File: src/rtl/scm_intc.sv
module scm_intc #(
  parameter int NSRC = 64,
  parameter int LVLW = 3
) (
  input  logic                      clk,
  input  logic                      rst_n,
  input  logic                      wr_en,
  input  logic [6:0]                wr_addr,
  input  logic [7:0]                wr_data,
  input  logic [NSRC-1:0]           irq_req,
  output logic                      irq_valid,
  output logic [$clog2(NSRC)-1:0]   irq_src,
  output logic [LVLW-1:0]           irq_lvl
);
  localparam int IDXW = $clog2(NSRC);
  localparam logic [6:0] ADDR_SET = 7'h40;
  localparam logic [6:0] ADDR_CLR = 7'h41;
  localparam logic [7:0] ALL      = 8'hFF;

  logic [NSRC-1:0] req_q, mask_q;
  logic [LVLW-1:0] lvl_q [NSRC];

  wire idx_ok  = wr_data < 8'(NSRC);
  wire set_wr  = wr_en && wr_addr == ADDR_SET;
  wire clr_wr  = wr_en && wr_addr == ADDR_CLR;
  wire lvl_wr  = wr_en && wr_addr < 7'(NSRC);

  always_ff @(posedge clk) begin
    if (!rst_n) begin
      req_q  <= '0;
      mask_q <= '1;
      for (int i = 0; i < NSRC; i++) lvl_q[i] <= '0;
    end else begin
      req_q <= irq_req;
      if (set_wr && wr_data == ALL)      mask_q <= '1;
      else if (set_wr && idx_ok)         mask_q[wr_data[IDXW-1:0]] <= 1'b1;
      if (clr_wr && wr_data == ALL)      mask_q <= '0;
      else if (clr_wr && idx_ok)         mask_q[wr_data[IDXW-1:0]] <= 1'b0;
      if (lvl_wr) lvl_q[wr_addr[IDXW-1:0]] <= wr_data[LVLW-1:0];
    end
  end

  always_comb begin
    irq_valid = 1'b0;
    irq_src   = '0;
    irq_lvl   = '0;
    for (int i = NSRC - 1; i >= 0; i--) begin
      if (req_q[i] && !mask_q[i] && lvl_q[i] != '0 && lvl_q[i] >= irq_lvl) begin
        irq_valid = 1'b1;
        irq_src   = IDXW'(i);
        irq_lvl   = lvl_q[i];
      end
    end
  end

  AST_SET_ALL: assert property (@(posedge clk) disable iff (!rst_n)
    set_wr && wr_data == ALL |=> &mask_q);
  AST_CLR_ALL: assert property (@(posedge clk) disable iff (!rst_n)
    clr_wr && wr_data == ALL |=> mask_q == '0);
  AST_SET_ONE: assert property (@(posedge clk) disable iff (!rst_n)
    set_wr && idx_ok |=> mask_q[$past(wr_data[IDXW-1:0])]);
  AST_CLR_ONE: assert property (@(posedge clk) disable iff (!rst_n)
    clr_wr && idx_ok |=> !mask_q[$past(wr_data[IDXW-1:0])]);
  AST_BAD_IDX: assert property (@(posedge clk) disable iff (!rst_n)
    (set_wr || clr_wr) && !idx_ok && wr_data != ALL |=> $stable(mask_q));
  AST_WIN_LIVE: assert property (@(posedge clk) disable iff (!rst_n)
    irq_valid |-> irq_lvl != '0 && req_q[irq_src] && !mask_q[irq_src]);
  AST_IDLE_ZERO: assert property (@(posedge clk) disable iff (!rst_n)
    !irq_valid |-> irq_src == '0 && irq_lvl == '0);
endmodule

File: config.mk
export PLATFORM = sky130hd
export DESIGN_NAME = scm_intc
export DESIGN_NICKNAME = d
export VERILOG_FILES = /design/src/rtl/scm_intc.sv
export SDC_FILE = /design/constraint.sdc
export NUM_CORES = 1
export LEC_CHECK = 0
export BUFFER_PORTS_ARGS = -buffer_cell sky130_fd_sc_hd__buf_4
export CORE_UTILIZATION = 50
export CTS_CLUSTER_DIAMETER = 100
export DETAILED_ROUTE_END_ITERATION = 8
export PLACE_DENSITY = 0.7
export SLEW_MARGIN = 20
export SYNTH_ARGS = -nofsm -noshare
export SYNTH_HDL_FRONTEND = slang
export SYNTH_SLANG_ARGS = --single-unit
File: constraint.sdc
create_clock -name clk -period 217.7 [get_ports clk]
set_input_delay 0 -clock clk [delete_from_list [all_inputs] [get_ports clk]]
set_output_delay 0 -clock clk [all_outputs]
set_load 0.02 [all_outputs]
## Word-level counts from Yosys, hierarchy flattened

Memories as Yosys holds them, arrays and structs flattened.
Index checks and enable logic that the tools add are counted.

- Flip-flop bits (word level): 128
- Bits in writable memories: 192
- Input bits: 82
- Output and inout bits: 10
- Word-level logic and storage cells: 612
- Memories kept: 1

Memory list:

| memory | words | width | read ports | clocked after memory_dff | wr ports | line | RTL |
|---|---|---|---|---|---|---|---|
| lvl_q | 64 | 3 | 64 | 0 | 64 | 21 | `logic [LVLW-1:0] lvl_q [NSRC];` |

- Order comparisons: 68
- Equality and inequality tests: 3
- Multiplexer cells: 206
- Bitwise operators: 3
- Reduce and logical (&&, ||, !) cells: 329

Operators with widths:

| operator | count |
|---|---|
| $mux W6 | 65 |
| $mux W64 | 5 |
| $logic_and A1 B1 Y1 | 200 |
| $mux W3 | 65 |
| $reduce_bool A3 Y1 | 64 |
| $ge A3 B3 Y1 | 63 |
| $mux W1 | 70 |
| $and A64 B64 Y64 | 1 |
| $logic_not A1 Y1 | 64 |
| $not A64 Y64 | 1 |
| $or A64 B64 Y64 | 1 |
| $eq A7 B7 Y1 const B | 2 |
| $eq A8 B8 Y1 const B | 1 |
| $lt A8 B7 Y1 const B | 1 |
| $lt A6 B7 Y1 const B | 1 |
| $lt A7 B7 Y1 const B | 1 |
| $demux W1 S6 | 1 |
| $ge A6 B1 Y1 const B | 1 |
| $ge A3 B1 Y1 const B | 1 |
| $reduce_or A3 Y1 | 1 |

## Depth between registers and ports, before layout

Gate-level depths: netlist (run 1).

- Depth after elaboration: 194
- Depth in mapped cells: 493
- Mapped depth without buffers: 491

## Worst setup path after synthesis (run 1)

No wires, ideal clock.

- Path type: register -> output
- Start: register req_q[63]
- End: output irq_lvl[0]
- Data arrival time: 85.887 ns
- Required time: 217.700 ns
- Setup slack: 131.813 ns
- Stages on the path, launching flop included: 467
- Path buffers: 2
- Cell sequence: dfxtp_1 -> nor2b_2 -> and2_1 -> ha_1 -> nor2b_1 -> o21ai_2 -> and2_1 -> o21ai_0 -> a22o_1 -> ha_1 -> nand2b_1 -> o21ai_0 -> a211oi_2 -> o2bb2ai_4 -> mux2_2 -> ha_1 -> nand2b_1 -> o211ai_1 -> (+431 left out) -> ha_1 -> nand2b_1 -> a21oi_1 -> nor3_1 -> a21oi_1 -> nor3b_1 -> inv_1 -> o21ai_0 -> a2bb2oi_1 -> ha_1 -> nand2b_1 -> a21o_1 -> a21oi_1 -> or4b_2 -> buf_1 -> nor2b_1 -> o2111a_1 -> or3_1

- Longest elaborated chain between the ends: 193

RTL lines:

| what | line | RTL |
|---|---|---|
| start, declared | 20 | `logic [NSRC-1:0] req_q, mask_q;` |
| start signal, assigned | 34 | `req_q <= irq_req;` |
| $logic_and A1 B1 Y1 (*) (3 in a row) | 48 | `if (req_q[i] && !mask_q[i] && lvl_q[i] != '0 && lvl_q[i] >= irq_lvl) begin` |
| $mux W3 (*) | 48 |  |
| $ge A3 B3 Y1 | 48 |  |
| $logic_and A1 B1 Y1 | 48 |  |
| $mux W3 (*) | 48 |  |
| $ge A3 B3 Y1 | 48 |  |
| $logic_and A1 B1 Y1 | 48 |  |
| $mux W3 (*) | 48 |  |
| (+175 left out) | n/a |  |
| $logic_and A1 B1 Y1 | 48 |  |
| $mux W3 (*) | 48 |  |
| $ge A3 B3 Y1 | 48 |  |
| $logic_and A1 B1 Y1 | 48 |  |
| $mux W3 (*) | 48 |  |
| $ge A3 B3 Y1 | 48 |  |
| $logic_and A1 B1 Y1 | 48 |  |
| $mux W3 (*) | 48 |  |
| end, declared | 13 | `output logic [LVLW-1:0] irq_lvl` |

Mark *: on every way between the ends. The rest lies on a longest branch, timed or not.

## Worst setup path after layout (run 1)

Ends and elaborated chain as after synthesis.

==> impl_metrics.tcl, run 1 <==
set metrics [dict create \
    h-tree-depth 2 \
    cts.clk_slew.worst_paths_ps 60 \
    synth-seq-area-share 0.356 \
    dp_hpwl_um 52600 \
    synth_ff_type "edfxtp_1" \
    cts-buffers-inserted 39 \
    cts_resized 0 \
    synth-compound-area-share 0.263 \
    fmax_mhz 10.1 \
    synth_edf_count 192 \
    post-route-period-util 0.457 \
    grt_pass1_wl_um 116000 \
    dp.cells 3420 \
    final_cells 3584 \
    finalSetupTns_ps 0 \
    final_util 0.585 \
    num_rows 78 \
    antenna_left 0 \
    drc 0 \
    yosys.area_share.simple 0.284 \
    synthAdderAreaFrac 0.0443 \
    cts_tree "built" \
    routedWlPerCell_um 20.9 \
    synth_top_family_by_area "simple AND/OR/NAND/NOR gates" \
    fin_crit_ps 99400 \
    coreArea_mm2 0.0458 \
    via_per_inst 6.34 \
    grt_overflow 0 \
    nets 3105 \
    leakagePower_uw 0.0113 \
    crit_path_top_delay_cell "or4b_2" \
    avgSynthCellArea_um2 8.24 \
    dr.first_iter.drc_count 2436 \
    path_class "reg -> out" \
    muxShareOfSynthArea 0.0126 \
    area_growth_pct 14.4 \
    postCtsSetupBuffers 0 \
    io_pins 92 \
    cts_hold_buf 92 \
    cts_sinks 320 \
    setup_viol_count_final 0 \
    syn-num-nets 2993 \
    power.density_mw_per_mm2 5.46 \
    grt_max_degree 82 \
    synth_area_leaders "edfxtp_1 25%, dfxtp_1 11%, and3_1 6.1%" \
    cp-start-kind "flip-flop" \
    synthCells 2841 \
    critPathMaxFanout 9 \
    rsz0062_at_grt "no" \
    finalHoldViolCount 0 \
    tightest_slew_ps 1090 \
    grt_use_total 0.309 \
    drt-pass1-iter-count 7 \
    slowest_delay_ps 740 \
    path_common_cell "ha_1" \
    insertion_delay_ps 570 \
    ir_drop_mv 0.00627 \
    yosysWarningCount 0 \
    cts-root-buf "clkbuf_16" \
    final_layout_size_suffix_gt1_frac 0.0996 \
    yosysUniqueCellTypes 117 \
    ys_ff_latch 320 \
    synth_area_mm2 0.0234 \
    cp.arrival_ps 99400 \
    maxCapViolCount 0 \
    critPathBufInv 12 \
    die_w_um 218 \
    async_reset_ff_frac 0 \
    first_global_vias 21300 \
    run_status "complete, no violations" \
    vias 22700 \
    gp_congestion 0.947 \
    initial_utilization 0.511 \
    synth_xor_area_frac 0 \
    portBuffers 91 \
    grt_antenna_before_repair 4 \
    critPathRequiredTime_ps 217700 \
    finalWirelength_um 75000 \
    fin_worst_skew_ps 0 \
    drv_slew 0 \
    die_area_mm2 0.0477 \
    cp_top_family "compound AO/OA/AOI/OAI gates" \
    worstHoldPathType "in -> reg" \
    relSlewSlack 0.274 \
    endpoint_kind "output pin" \
    dieHeight_um 218 \
    yosysTopAreaCellShare 0.246 \
    synth.largest_area_cell "edfxtp_1" \
    clock_path_buffers 3 \
]
-- final cells by class --
type	count	area [um2]
Sequential cell	320	8330
Clock inverter	21	160
Fill cell	4103	19000
Tap cell	600	751
Antenna cell	1	2.50
Timing Repair Buffer	200	1730
Inverter	112	420
Multi-Input combinational cell	2280	14200
Clock buffer	50	1150
-- power by group --
group / switching (uW) / internal, uW
combinational: 5.66 / 4.32
clock: 27.9 / 39.0
sequential: 2.52 / 66.7
total: 36.1 / 110
-- Yosys cell counts (15+ instances only) --
master and instances:
nand2_1 355, o21ai_0 239, and3_1 228, nor2_1 203, edfxtp_1 192, dfxtp_1 128, and2_1 123, clkbuf_1 119
a21oi_1 117, inv_1 111, a211oi_1 96, nand2b_1 76, nor2b_1 73, ha_1 70, nand3_1 64, nor3_1 55
a31oi_1 47, o21a_1 32, o211ai_1 30, a21o_1 20, o21ai_1 19, mux2_2 18, or3_1 17, maj3_1 16
o31ai_1 16, or2_2 16, a211o_1 15, nor3b_1 15
-- cell families after synthesis --
logic type                 after synthesis
AOI/OAI and AO/OA                      877
adders and majority gates               86
buffers and inverters                  241
DFF                                    320
muxes                                   26
and+or+nand+nor                       1291
-- path summary, 6_finish.rpt --
path	startpoint	end	slack, ps	cells past startpoint
worst max-delay path	req_q[63]	irq_lvl[0]	118300	466
worst min-delay path	wr_addr[1]	lvl_q[56][0]	50	3
worst max register to register	mask_q[63]	mask_q[63]	216410	3
worst min register to register	mask_q[31]	mask_q[31]	580	2
-- tightest hold or removal path, delay by kind of cell --
family | cells | cell delay [ps]
buf+inv | 1 | 140
simple gates | 2 | 310
-- flip-flops by register name, summed over array words and instances (netlist names) --
signal / count
mask_q: 64
req_q: 64
lvl_q: 192
-- per-layer routing --
metal,wire [um],share of wire,track usage
met1,32800,0.44,0.416
met2,33700,0.45,0.500
met3,5370,0.072,0.0416
met4,3090,0.041,0.122
met5,24,0.00032,0
-- stage by stage --
step                      total power, uW  area [um2]  worst slack (ps)  hold slack (ps)
after floorplan                      74.8       23400            131810              127
after global placement               78.5       24500            122930              206
after detailed placement             78.8       24500            120540              210
after CTS                             146       26700            119390             68.6
after global routing                  150       26800            110680             56.8
final                                 146       26800            118300             52.6
-- cell usage in the layout, fill, tap and decap left out, drive strengths merged, types with 11 or more instances in the layout --
cell	count
a21boi	17
dlygate4sd3	92
nor2	203
a211o	15
nand3	65
buf	108
clkinv	14
dfxtp	128
and2	126
a21o	21
o211a	15
clkbuf	50
nor2b	74
mux2	18
maj3	16
or2	17
o21ai	259
a21oi	125
o21bai	12
nand2b	76
a31oi	49
o31ai	22
ha	70
a211oi	98
o221ai	12
nand4	11
o211ai	33
edfxtp	192
or3	19
a22oi	15
o21a	34
nor3	58
and3	229
nand2	359
nor3b	15
inv	116
(Power assumes the default switching activity.)
==> run 2: changes to the inputs <==
clock period = 94.4 ns   (was 217.7 ns; I/O delays follow)
==> run 2 against run 1 <==
  * Power up 130%
  * Final cell count up 2.6%
  * Sequential power up 130%
  * Worst hold slack better by 11 ps
  * Clock power up 130%
  * Critical path depth up 11
  * Sequential cell count unchanged
  * Non-clock buffer count up 94
  * First-iteration DRC count up 2.3%
  * Largest cell class unchanged
==> impl_metrics.tcl, run 2 (synthesis results as in run 1) <==
set metrics [dict create \
    finalHoldViolCount 0 \
    portBuffers 91 \
    cp.arrival_ps 90320 \
    finalWirelength_um 77900 \
    endpoint_kind "output pin" \
    grt_overflow 0 \
    grt_util_met3 0.0376 \
    grt-busiest-layer "met2" \
    post-route-period-util 0.957 \
    p_comb_frac 0.069 \
    path_class "reg -> out" \
    layout_commonest_cell "nand2_1" \
    cts-buffers-inserted 39 \
    cts_sinks 320 \
    grt_max_degree 104 \
    coreArea_mm2 0.0458 \
    antenna_left 0 \
    maxCapViolCount 0 \
    fmax_mhz 11.1 \
    routedWlPerCell_um 21.2 \
    fin_worst_skew_ps 0 \
    relSlewSlack 0.243 \
    io_pins 92 \
    grt_use_met1 0.428 \
    final_area_mm2 0.0283 \
    cts-root-buf "clkbuf_16" \
    use_met2 0.509 \
    nets 3199 \
    setup_viol_count_final 0 \
    gp_congestion 0.967 \
    holdWs_ps 63.6 \
    largest_register_ffs 192 \
    drt-pass1-iter-count 8 \
    most-common-layout-cells "351 x nand2_1, 228 x and3_1, 227 x buf_4" \
    dp_hpwl_um 53500 \
    dr.first_iter.drc_count 2493 \
    run_status "complete, no violations" \
    critPathRequiredTime_ps 94400 \
    initial_utilization 0.511 \
    vias 23300 \
    dieHeight_um 218 \
    die_area_mm2 0.0477 \
    first_global_vias 21300 \
    num_rows 78 \
    cts_tree "built" \
    power.density_mw_per_mm2 12.0 \
    insertion_delay_ps 560 \
    drc 0 \
    slowest_delay_ps 660 \
    critPathMaxFanout 7 \
    final_layout_size_suffix_gt1_frac 0.181 \
    drv_slew 0 \
    clock_path_buffers 3 \
    intPower_uw 257 \
    grt_pass1_wl_um 117000 \
    cts.clk_slew.worst_paths_ps 60 \
    p_clk_frac 0.460 \
    regMostFlops "lvl_q" \
    worstHoldPathType "in -> reg" \
    ir_drop_mv 0.0169 \
    crit_path_top_delay_cell "or4b_2" \
    cp-start-kind "flip-flop" \
    h-tree-depth 2 \
    area_growth_pct 20.8 \
    p_seq_frac 0.471 \
    reg_top3 "lvl_q: 192 flops, mask_q: 64 flops, req_q: 64 flops" \
    grt_antenna_before_repair 2 \
    final_util 0.618 \
    swShare 0.243 \
    leakagePower_uw 0.0120 \
    place_area_mm2 0.0248 \
    fin_crit_ps 90320 \
    tightest_slew_ps 1130 \
    diodes 0 \
    grt_use_total 0.313 \
    die_w_um 218 \
    netSwitchingPower_uw 82.4 \
    path_common_cell "ha_1" \
    via_per_inst 6.33 \
]
## run 2: what timing repair did
item | 4_1_cts | 5_1_grt
pin swaps | 3 | 85
gates resized for setup | 26 | 180
setup endpoints to repair | 10 | 10
setup buffers | 3 | 71
hold buffers | 67 | 0
endpoints found under the hold margin | 65 | 0
## run 2: power by group through the flow
| stage | sequential (uW) | clock [uW] | combinational, uW |
|---|---|---|---|
| finish | 160 | 156 | 23.5 |
| global route | 160 | 163 | 25.4 |
| CTS | 159 | 158 | 22.0 |
| detailed placement | 162 | 0 | 19.7 |
| global placement | 162 | 0 | 19.0 |
| floorplan | 160 | 0 | 12.5 |
## run 2: per-stage QoR
| stage | total power (uW) | instances | setup WS, ps | setup TNS, ps |
|---|---|---|---|---|
| floorplan | 172 | 2841 | 8510 | 0 |
| global route | 349 | 3677 | -871 | -6500 |
| detailed placement | 182 | 3465 | -1720 | -14940 |
| finish | 340 | 3677 | 4080 | 0 |
| global placement | 181 | 3465 | -300 | -802 |
| CTS | 339 | 3606 | 89.6 | 0 |
## run 2: metal layers
metal,part of all wire,wire (um)
met5,0.00014,11
met4,0.034,2650
met3,0.071,5530
met2,0.46,35900
met1,0.43,33800
## run 2: final timing paths
path	start	end	slack, ps	cells after the start
max	mask_q[63]	irq_lvl[0]	4080	477
min	wr_data[4]	mask_q[8]	60	4
max reg2reg	mask_q[63]	mask_q[63]	93120	3
min reg2reg	mask_q[21]	mask_q[21]	570	2
## run 2: critical path: cells and delay by family (launching register included)
family	cells	cell delay [ps]
AOI/OAI and AO/OA	195	33810
adders and majority gates	75	21030
buffers and inverters	16	1730
DFF	1	350
muxes	17	5890
and+or+nand+nor	174	26830
## run 2: layout make-up
cell class | instances | area (um2)
inverter | 112 | 420
multi-input combinational | 2280 | 15100
clock buffer | 55 | 1150
timing repair buffer | 294 | 2370
clock inverter | 16 | 173
fill | 3955 | 17500
tap | 600 | 751
sequential | 320 | 8330
